## config.mk

```make
export PLATFORM = sky130hd
export DESIGN_NAME = bts_skip_unit
export DESIGN_NICKNAME = d
export VERILOG_FILES = /design/src/rtl/bts_pkg.sv /design/src/rtl/bts_decode.sv /design/src/rtl/bts_addr_gen.sv /design/src/rtl/bts_sequencer.sv /design/src/rtl/bts_skip_unit.sv
export SDC_FILE = /design/constraint.sdc
export NUM_CORES = 1
export LEC_CHECK = 0
export BUFFER_PORTS_ARGS = -buffer_cell sky130_fd_sc_hd__buf_4
export CAP_MARGIN = 20
export CORE_ASPECT_RATIO = 1.1
export CORE_UTILIZATION = 47
export DETAILED_ROUTE_END_ITERATION = 8
export MAX_ROUTING_LAYER = met4
export PLACE_DENSITY = 0.72
export SLEW_MARGIN = 15
export SYNTH_ARGS = -nofsm -noshare
export SYNTH_HDL_FRONTEND = slang
export SYNTH_SLANG_ARGS = --single-unit
```

## constraint.sdc

```tcl
create_clock -name clk -period 3.1 [get_ports clk]
set_input_delay 0.465 -clock clk [delete_from_list [all_inputs] [get_ports clk]]
set_output_delay 0.465 -clock clk [all_outputs]
set_load 0.01 [all_outputs]
```

## src/rtl/bts_pkg.sv

```systemverilog
// Shared constants, types and follower-length decode for the bit-test-and-skip unit.
// Assumes 16-bit program words and 8-bit file fields.
package bts_pkg;
    localparam int FILE_W = 8;

    localparam logic [3:0] OP_SKIP_CLR = 4'b1011;
    localparam logic [3:0] OP_SKIP_SET = 4'b1010;

    localparam logic [1:0] PH_Q1 = 2'd0;
    localparam logic [1:0] PH_Q2 = 2'd1;
    localparam logic [1:0] PH_Q3 = 2'd2;
    localparam logic [1:0] PH_Q4 = 2'd3;

    typedef enum logic [1:0] {ST_IDLE, ST_TEST, ST_SQUASH} seq_state_t;

    typedef struct packed {
        logic              is_bts;
        logic              skip_if_set;
        logic [2:0]        bit_sel;
        logic              acc;
        logic [FILE_W-1:0] file;
    } bts_op_t;

    // True when the given word opens a two-word instruction.
    function automatic logic two_word(input logic [15:0] w);
        return (w[15:12] == 4'hC) || (w[15:9] == 7'b1110110) ||
               (w[15:8] == 8'hEF) || (w[15:6] == 10'b1110111000);
    endfunction
endpackage

```

## src/rtl/bts_decode.sv

```systemverilog
// Combinational field extraction for the two bit-test-and-skip opcodes.
// Assumes the word is held stable by the caller for the whole instruction.
module bts_decode
    import bts_pkg::*;
(
    input  logic [15:0] word,
    output bts_op_t     op
);
    // Split the word into opcode class, bit number, access flag and file address.
    always_comb begin
        op.is_bts      = (word[15:12] == OP_SKIP_CLR) || (word[15:12] == OP_SKIP_SET);
        op.skip_if_set = (word[15:12] == OP_SKIP_SET);
        op.bit_sel     = word[11:9];
        op.acc         = word[8];
        op.file        = word[7:0];
    end
endmodule

```

## src/rtl/bts_addr_gen.sv

```systemverilog
// Forms the data-memory address from file field, access flag, bank and index base.
// Assumes ACCESS_SPLIT is the first file address of the special-function window.
module bts_addr_gen
    import bts_pkg::*;
#(
    parameter int               BANK_W       = 4,
    parameter logic [FILE_W-1:0] ACCESS_SPLIT = 8'h60,
    localparam int              ADDR_W       = BANK_W + FILE_W
) (
    input  logic              acc,
    input  logic [FILE_W-1:0] file,
    input  logic [BANK_W-1:0] bank_sel,
    input  logic              ext_en,
    input  logic [ADDR_W-1:0] index_base,
    output logic [ADDR_W-1:0] addr
);
    logic low_window;
    assign low_window = (file < ACCESS_SPLIT);

    // Choose banked, indexed or access-bank addressing.
    always_comb begin
        if (acc)
            addr = {bank_sel, file};
        else if (ext_en && low_window)
            addr = index_base + ADDR_W'(file);
        else if (low_window)
            addr = {{BANK_W{1'b0}}, file};
        else
            addr = {{BANK_W{1'b1}}, file};
    end
endmodule

```

## src/rtl/bts_sequencer.sv

```systemverilog
// Quarter-phase sequencer: read in Q2, bit test in Q3, decision in Q4, then
// one or two squashed no-operation cycles when the skip condition holds.
// Assumes rd_data answers rd_addr within the same clock.
module bts_sequencer
    import bts_pkg::*;
#(
    parameter int PC_W = 16
) (
    input  logic            clk,
    input  logic            rst_n,
    input  logic            start,
    input  logic [PC_W-1:0] pc_in,
    input  logic            is_bts,
    input  logic            skip_if_set,
    input  logic [2:0]      bit_sel,
    input  logic            follower_two,
    input  logic [7:0]      rd_data,
    output logic            accept,
    output logic            busy,
    output logic [1:0]      phase,
    output logic            rd_en,
    output logic            squash,
    output logic            done,
    output logic            skip,
    output logic [PC_W-1:0] pc_next,
    output logic [1:0]      cycle_cnt
);
    seq_state_t      state;
    logic [7:0]      data_q;
    logic            hit_q;
    logic [1:0]      nop_total;
    logic [1:0]      nop_left;
    logic [PC_W-1:0] pc_q;
    logic            hit_w;

    assign busy   = (state != ST_IDLE);
    assign accept = start && !busy;
    assign rd_en  = (state == ST_TEST) && (phase == PH_Q2) && is_bts;
    assign squash = (state == ST_SQUASH);
    assign hit_w  = skip_if_set ? data_q[bit_sel] : !data_q[bit_sel];

    // Advance the quarter-phase, capture operand and bit result, sequence squash cycles.
    always_ff @(posedge clk) begin
        if (!rst_n) begin
            state     <= ST_IDLE;
            phase     <= PH_Q1;
            data_q    <= '0;
            hit_q     <= 1'b0;
            nop_total <= 2'd0;
            nop_left  <= 2'd0;
            pc_q      <= '0;
            done      <= 1'b0;
            skip      <= 1'b0;
            pc_next   <= '0;
            cycle_cnt <= 2'd0;
        end else begin
            done <= 1'b0;
            case (state)
                ST_IDLE: begin
                    if (start) begin
                        state <= ST_TEST;
                        phase <= PH_Q1;
                        pc_q  <= pc_in;
                        hit_q <= 1'b0;
                    end
                end
                ST_TEST: begin
                    phase <= phase + 2'd1;
                    if (rd_en)
                        data_q <= rd_data;
                    if (phase == PH_Q3)
                        hit_q <= is_bts && hit_w;
                    if (phase == PH_Q4) begin
                        if (hit_q) begin
                            state     <= ST_SQUASH;
                            nop_total <= follower_two ? 2'd2 : 2'd1;
                            nop_left  <= follower_two ? 2'd2 : 2'd1;
                        end else begin
                            state     <= ST_IDLE;
                            done      <= 1'b1;
                            skip      <= 1'b0;
                            pc_next   <= pc_q + PC_W'(1);
                            cycle_cnt <= 2'd1;
                        end
                    end
                end
                ST_SQUASH: begin
                    phase <= phase + 2'd1;
                    if (phase == PH_Q4) begin
                        if (nop_left == 2'd1) begin
                            state     <= ST_IDLE;
                            done      <= 1'b1;
                            skip      <= 1'b1;
                            pc_next   <= pc_q + PC_W'(nop_total + 2'd1);
                            cycle_cnt <= nop_total + 2'd1;
                        end else begin
                            nop_left <= nop_left - 2'd1;
                        end
                    end
                end
                default: state <= ST_IDLE;
            endcase
        end
    end

    AST_READ_THEN_TEST: assert property (@(posedge clk) disable iff (!rst_n)
        rd_en |=> (phase == PH_Q3) && !squash);
    AST_DONE_NOT_BUSY: assert property (@(posedge clk) disable iff (!rst_n)
        done |-> !busy);
    AST_PHASE_STEP: assert property (@(posedge clk) disable iff (!rst_n)
        (busy && $past(busy)) |-> (phase == $past(phase) + 2'd1));
    AST_NOSKIP_ONE_CYCLE: assert property (@(posedge clk) disable iff (!rst_n)
        (done && !skip) |-> (cycle_cnt == 2'd1));
    AST_SKIP_CYCLES: assert property (@(posedge clk) disable iff (!rst_n)
        (done && skip) |-> (cycle_cnt >= 2'd2));
    AST_BUSY_START_IGNORED: assert property (@(posedge clk) disable iff (!rst_n)
        (busy && start) |=> $stable(pc_q));
endmodule

```

## src/rtl/bts_skip_unit.sv

```systemverilog
// Top of the bit-test-and-skip execution unit: latches the executing and
// prefetched words on an accepted start, decodes, forms the read address and
// hands the bit test and skip sequencing to the sequencer.
// Assumes a combinational register-file read answering within one clock.
module bts_skip_unit
    import bts_pkg::*;
#(
    parameter int               PC_W         = 16,
    parameter int               BANK_W       = 4,
    parameter logic [FILE_W-1:0] ACCESS_SPLIT = 8'h60,
    localparam int              ADDR_W       = BANK_W + FILE_W
) (
    input  logic              clk,
    input  logic              rst_n,
    input  logic              start,
    input  logic [15:0]       exec_word,
    input  logic [15:0]       fetch_word,
    input  logic [PC_W-1:0]   pc_in,
    input  logic [BANK_W-1:0] bank_sel,
    input  logic              ext_en,
    input  logic [ADDR_W-1:0] index_base,
    output logic              rd_en,
    output logic [ADDR_W-1:0] rd_addr,
    input  logic [7:0]        rd_data,
    output logic              busy,
    output logic [1:0]        phase,
    output logic              squash,
    output logic              done,
    output logic              skip,
    output logic [PC_W-1:0]   pc_next,
    output logic [1:0]        cycle_cnt
);
    logic [15:0]       exec_q;
    logic [15:0]       fetch_q;
    logic [BANK_W-1:0] bank_q;
    logic              ext_q;
    logic [ADDR_W-1:0] base_q;
    logic              accept;
    bts_op_t           op;

    // Hold the instruction context for the whole multi-cycle sequence.
    always_ff @(posedge clk) begin
        if (!rst_n) begin
            exec_q  <= '0;
            fetch_q <= '0;
            bank_q  <= '0;
            ext_q   <= 1'b0;
            base_q  <= '0;
        end else if (accept) begin
            exec_q  <= exec_word;
            fetch_q <= fetch_word;
            bank_q  <= bank_sel;
            ext_q   <= ext_en;
            base_q  <= index_base;
        end
    end

    bts_decode u_decode (
        .word (exec_q),
        .op   (op)
    );

    bts_addr_gen #(
        .BANK_W       (BANK_W),
        .ACCESS_SPLIT (ACCESS_SPLIT)
    ) u_addr (
        .acc        (op.acc),
        .file       (op.file),
        .bank_sel   (bank_q),
        .ext_en     (ext_q),
        .index_base (base_q),
        .addr       (rd_addr)
    );

    bts_sequencer #(
        .PC_W (PC_W)
    ) u_seq (
        .clk          (clk),
        .rst_n        (rst_n),
        .start        (start),
        .pc_in        (pc_in),
        .is_bts       (op.is_bts),
        .skip_if_set  (op.skip_if_set),
        .bit_sel      (op.bit_sel),
        .follower_two (two_word(fetch_q)),
        .rd_data      (rd_data),
        .accept       (accept),
        .busy         (busy),
        .phase        (phase),
        .rd_en        (rd_en),
        .squash       (squash),
        .done         (done),
        .skip         (skip),
        .pc_next      (pc_next),
        .cycle_cnt    (cycle_cnt)
    );

    AST_SQUASH_NO_READ: assert property (@(posedge clk) disable iff (!rst_n)
        squash |-> !rd_en);
    AST_BANKED_ADDR: assert property (@(posedge clk) disable iff (!rst_n)
        (rd_en && op.acc) |-> (rd_addr[ADDR_W-1:FILE_W] == bank_q));
    AST_ACCESS_HIGH: assert property (@(posedge clk) disable iff (!rst_n)
        (rd_en && !op.acc && (op.file >= ACCESS_SPLIT)) |-> (rd_addr[ADDR_W-1:FILE_W] == {BANK_W{1'b1}}));
endmodule

```

# [After elaboration in Yosys (flattened, before gate mapping)]
# Cells that the tools add are included.
[totals] register_bits=102 in_bits=76 output_inout_bits=37 word_cells=113
[classes] add_sub_neg=7 n_lt_le_gt_ge=2 eq_ne=20 n_mux=43 n_reduce_logical=25
[op_table] cell="2-to-1 mux 16 bit" count=4
[op_table] cell="2-to-1 mux 12 bit" count=3
[op_table] cell="case mux 16 bit (2 select lines)" count=1
[op_table] cell="2-to-1 mux 2 bit" count=15
[op_table] cell="adder 16 x 1 -> 16 bit, second input constant" count=1
[op_table] cell="adder 16 bit" count=1
[op_table] cell="adder 12 x 8 -> 12 bit" count=1
[op_table] cell="equality test 4 bit, second input constant" count=3
[op_table] cell="2-to-1 mux 1 bit" count=12
[op_table] cell="case mux 2 bit (2 select lines)" count=3
[op_table] cell="equality test 10 bit, second input constant" count=1
[op_table] cell="inequality test 2 bit, second input constant" count=5
[op_table] cell="AND reduction 5 bit" count=2
[op_table] cell="equality test 8 bit, second input constant" count=1
[op_table] cell="less-than comparator 8 x 7 -> 1 bit, second input constant" count=1
[op_table] cell="nonzero test 2 bit" count=4
[op_table] cell="equality test 7 bit, second input constant" count=1
[op_table] cell="equality test 2 x 1 -> 1 bit, second input constant" count=3
[op_table] cell="equality test 2 bit, second input constant" count=3
[op_table] cell="inequality test 2 x 1 -> 1 bit, second input constant" count=3
[op_table] cell="case mux 1 bit (2 select lines)" count=3
[op_table] cell="case mux 2 bit (3 select lines)" count=1
[op_table] cell="AND reduction 2 bit" count=3
[op_table] cell="AND reduction 3 bit" count=2
[op_table] cell="other kinds (11)" count=20

# [Logic depth before layout (Yosys ltp)]
[logic_depth] word_depth=8 mapped_depth=11 ltp_nobuf=10

# [Cells and area by module]
# Synthesis repeated with hierarchy kept, for this count alone.
[hier_totals] cells_unflattened=556 area_unflattened_um2=5024.8
[modules_own_cells] mod="bts_sequencer" n_inst=1 cells_each=310 area_each_um2=2593.7 seq_area_each_um2=1061.0
[modules_own_cells] mod="bts_skip_unit" n_inst=1 cells_each=143 area_each_um2=1702.9 seq_area_each_um2=860.8
[modules_own_cells] mod="bts_addr_gen" n_inst=1 cells_each=89 area_each_um2=615.6 seq_area_each_um2=0.0
[modules_own_cells] mod="bts_decode" n_inst=1 cells_each=14 area_each_um2=112.6 seq_area_each_um2=0.0

# [Worst setup path before layout]
# OpenSTA, ideal clock, no wires.
[synth_timing] path_kind="flip-flop to output port" from="register exec_q[0]" to="output rd_addr[6]" t_arrival_ns=1.914 required_time_ns=2.635 setup_slack_ns=0.721 stages_incl_launch_ff=10 n_path_buf=0 path_cell_list="dfxtp_1 > ha_1 > inv_1 > fa_1 > nor2b_1 > o21ai_0 > a21boi_0 > o21a_1 > nor3_1 > o31ai_1"
[synth_via] elab_chain_len=4 word_cells_on_any_way=5 cone_classes="add/sub: 1; order compare: 1; mux: 2; reduce/logical: 1"
[synth_lines] item="start: declaration" line="bts_skip_unit.sv:33" rtl="logic [15:0] exec_q;"
[synth_lines] item="start signal: assignment" line="bts_skip_unit.sv:50" rtl="exec_q <= exec_word;"
[synth_lines] item="parallel branches: the longest is 2 deep, another holds adder 12 x 8 -> 12 bit"
[synth_lines] item="2-to-1 mux 12 bit *" line="bts_addr_gen.sv:24" rtl="else if (ext_en && low_window)"
[synth_lines] item="2-to-1 mux 12 bit *" line="bts_addr_gen.sv:22" rtl="if (acc)"
[synth_lines] item="end: declaration" line="bts_skip_unit.sv:23" rtl="output logic [ADDR_W-1:0] rd_addr,"
# Every way passes the cells marked *.

# [Worst setup path after layout]
[layout_timing] from="register exec_q[3]" to="output rd_addr[9]"
[layout_via] elab_chain_len=4 word_cells_on_any_way=6 cone_classes="add/sub: 1; order compare: 1; mux: 3; reduce/logical: 1"
[layout_lines] item="less-than comparator 8 x 7 -> 1 bit" line="bts_addr_gen.sv:18" rtl="assign low_window = (file < ACCESS_SPLIT);"
[layout_lines] item="2-to-1 mux 12 bit / logical AND 1 bit (equally long branches)" line="bts_addr_gen.sv:26, bts_addr_gen.sv:24"
[layout_lines] item="2-to-1 mux 12 bit *" line="bts_addr_gen.sv:24"
[layout_lines] item="2-to-1 mux 12 bit *" line="bts_addr_gen.sv:22"
# Mark *: on every way between the ends. The rest lies on a longest branch, timed or not.

==> flow_summary.yaml <==
outcome:
  outcome: "completed"
min_path:
  hp-class: "in -> reg"
  hold_depth: 3
logic_synthesis:
  syn_area_mm2: 0.00448
  synth_seq_area_share_pct: 42.9
  synth_flop_cell: "dfxtp_1"
  syn_area_per_cell_um2: 7.97
  synth-compound-area-share_pct: 17.8
  synth-edff-count: 0
  yosysWarningCount: 0
  synth_nets: 659
  syn-instance-count: 562
  ys_async_sr_fraction_pct: 0
  yosysUniqueCellTypes: 51
  synth_fa_ha_area_share_pct: 6.20
  synth_top_area_share_pct: 42.9
  synth_top_area_cell: "dfxtp_1"
  synth_top_family_by_area: "simple AND/OR/NAND/NOR gates"
  synthSimpleGateAreaFrac_pct: 21.8
  synth-xor-area-share_pct: 3.72
  ys_seq_elements: 96
  yosys-top-cells-area: "dfxtp_1 43%, nand2_1 13%, a21oi_1 9.7%"
  synthMuxAreaShare_pct: 3.44
cells_and_area:
  drive_above_1_share_pct: 20.6
  n_fill_cell: 851
  final_util_pct: 60.1
  diodes: 0
  syn_to_final_growth_pct: 24.8
  final_common_cell: "nand2_1"
  layout_common_cells: "157 x nand2_1, 110 x buf_4, 96 x dfxtp_1, 87 x a21oi_1, 26 x nor2_1"
  final_nets: 752
  fin_area_mm2: 0.00559
global_route:
  grt_pass1_wl_um: 17000
  grt-ovfl-total: 0
  track_usage_pct: 22.1
  grt_max_degree: 61
  antenna_found_initial: 0
  use_met3_pct: 3.14
  grtUsageMet1_pct: 27.6
  grt_pass1_vias: 3747
  top_usage_layer: "met2"
  use_met2_pct: 35.6
timing:
  finalWorstSetupSlack_ns: 0.169
  fin_skew_ns: 0.0105
  min_period_ns: 2.93
  hold_viol: 0
  finalSetupViolCount: 0
  timing.hold.ws_ns: 0.337
  drv_slew: 0
  rsz0062_at_grt: "no"
  max_slew_margin_pct: 58.6
  max_slew.worst_pin.slew_ns: 0.621
  max_freq_mhz: 341
  fin_crit_sh_pct: 94.6
  tns_ns: 0
drt:
  routed_wl_um: 10300
  drcViolationCount: 0
  wire_per_inst_um: 13.3
  initialDrtViolationCount: 157
  drtAntennaViolNets: 0
  viasPerCell: 5.17
  first_pass_iters: 5
  num_vias: 4015
clock_tree:
  cts_setup_buffers: 0
  clkSinkCount: 96
  clockBufferDepth: 2
  cts_hold_buffers: 0
  clk_latency_ns: 0.36
  cts-root-buf: "clkbuf_8"
  cts.repair.resized: 0
  path_clk_slew_ns: 0.10
  cts_max_level: 3
  cts_made_buffers: 9
  cts_tree: "yes"
worst_setup_path:
  crit_path_end_kind: "output port"
  required_ns: 2.63
  cp_max_fo: 4
  worstSetupPathType: "reg -> out"
  cp-start-kind: "register"
  critical_path_arrival_ns: 2.47
  ff2ff_path_depth: 9
floorplanning:
  dieArea_mm2: 0.00993
  rows: 37
  fp.dieW_um: 95.1
  placeableCoreArea_mm2: 0.00931
  start_util_pct: 48.1
  ios: 113
  dieHeight_um: 104
placed_design:
  placed_cell_area_mm2: 0.00536
  port_buffers: 106
  routabilityCongestion: 0.790
  place_hpwl_um: 7270
  pre_cts_slack_ns: 0.453
pwr:
  powerDensity_mw_per_mm2: 494
  vdd_ir_drop_max_v: 0.000221
  p_leak_nw: 2.32
job:
  maxCapViolCount: 0
layout make-up:
type                            instances  area, µm²  area share, %
Clock buffer                           11        151           2.71
Clock inverter                          5       78.8           1.41
Inverter                               19       71.3           1.28
Multi-Input combinational cell        418       2370           42.5
Sequential cell                        96       1920           34.4
Tap cell                              117        146           2.62
Timing Repair Buffer                  111        846           15.1
through the flow:
step,cells,total power [mW]
finish,777,2.76
global route,777,2.89
CTS,777,2.78
detailed placement,761,1.85
global placement,761,1.84
floorplan,562,1.65
Yosys cell counts (all sizes together) (7+ instances only):
master  instances
dfxtp          96
inv            18
buf             8
clkbuf         21
o21ai          21
xnor2          11
mux2i           9
a21oi          88
a211oi          7
nor2           27
nor2b           9
ha             19
nand2         159
xor2            8
power by group:
group / internal, mW / switching (mW)
Sequential: 1.31 / 0.0576
Combinational: 0.215 / 0.239
Clock: 0.498 / 0.441
Total: 2.02 / 0.738
worst paths after layout:
check	start	to	slack, ns
setup / recovery	exec_q[3]$_SDFFE_PN0P_	rd_addr[9]	0.17
hold / removal	index_base[7]	base_q[7]$_SDFFE_PN0P_	0.34
hold reg to reg	u_seq.data_q[0]$_SDFFE_PN0P_	u_seq.data_q[0]$_SDFFE_PN0P_	0.45
setup reg to reg	u_seq.state[0]$_SDFFE_PN0P_	u_seq.pc_next[11]$_SDFFE_PN0P_	0.46
layer usage:
metal  vias to the layer above  wire [µm]
li1                       2081          -
met1                      1844       4790
met2                        83       5050
met3                         7        413
met4                         0         89
met5                         -          0
registers in the layout (all words and copies together) (netlist names), 2 cells and up:
signal	flops
exec_q	16
u_seq.pc_next	16
u_seq.pc_q	16
base_q	12
fetch_q	10
u_seq.data_q	8
bank_q	4
u_seq.cycle_cnt	2
u_seq.nop_left	2
u_seq.nop_total	2
u_seq.phase	2
u_seq.state	2
cell families after synthesis:
logic type | after synthesis
flip-flops | 96
buffers and inverters | 48
AND/OR/NAND/NOR | 226
adder cells (fa/ha/maj) | 21
AO/OA/AOI/OAI | 140
multiplexers | 12
XOR/XNOR | 19
worst max-delay path: stages (launching register included):
cell and delay [ns]:
dfxtp_1 0.34, ha_1 0.35, a21oi_1 0.17, nor2b_1 0.06, a311o_1 0.39, a31oi_1 0.23
xor2_1 0.09, a221oi_1 0.30, buf_4 0.18
(Power assumes the default switching activity.)
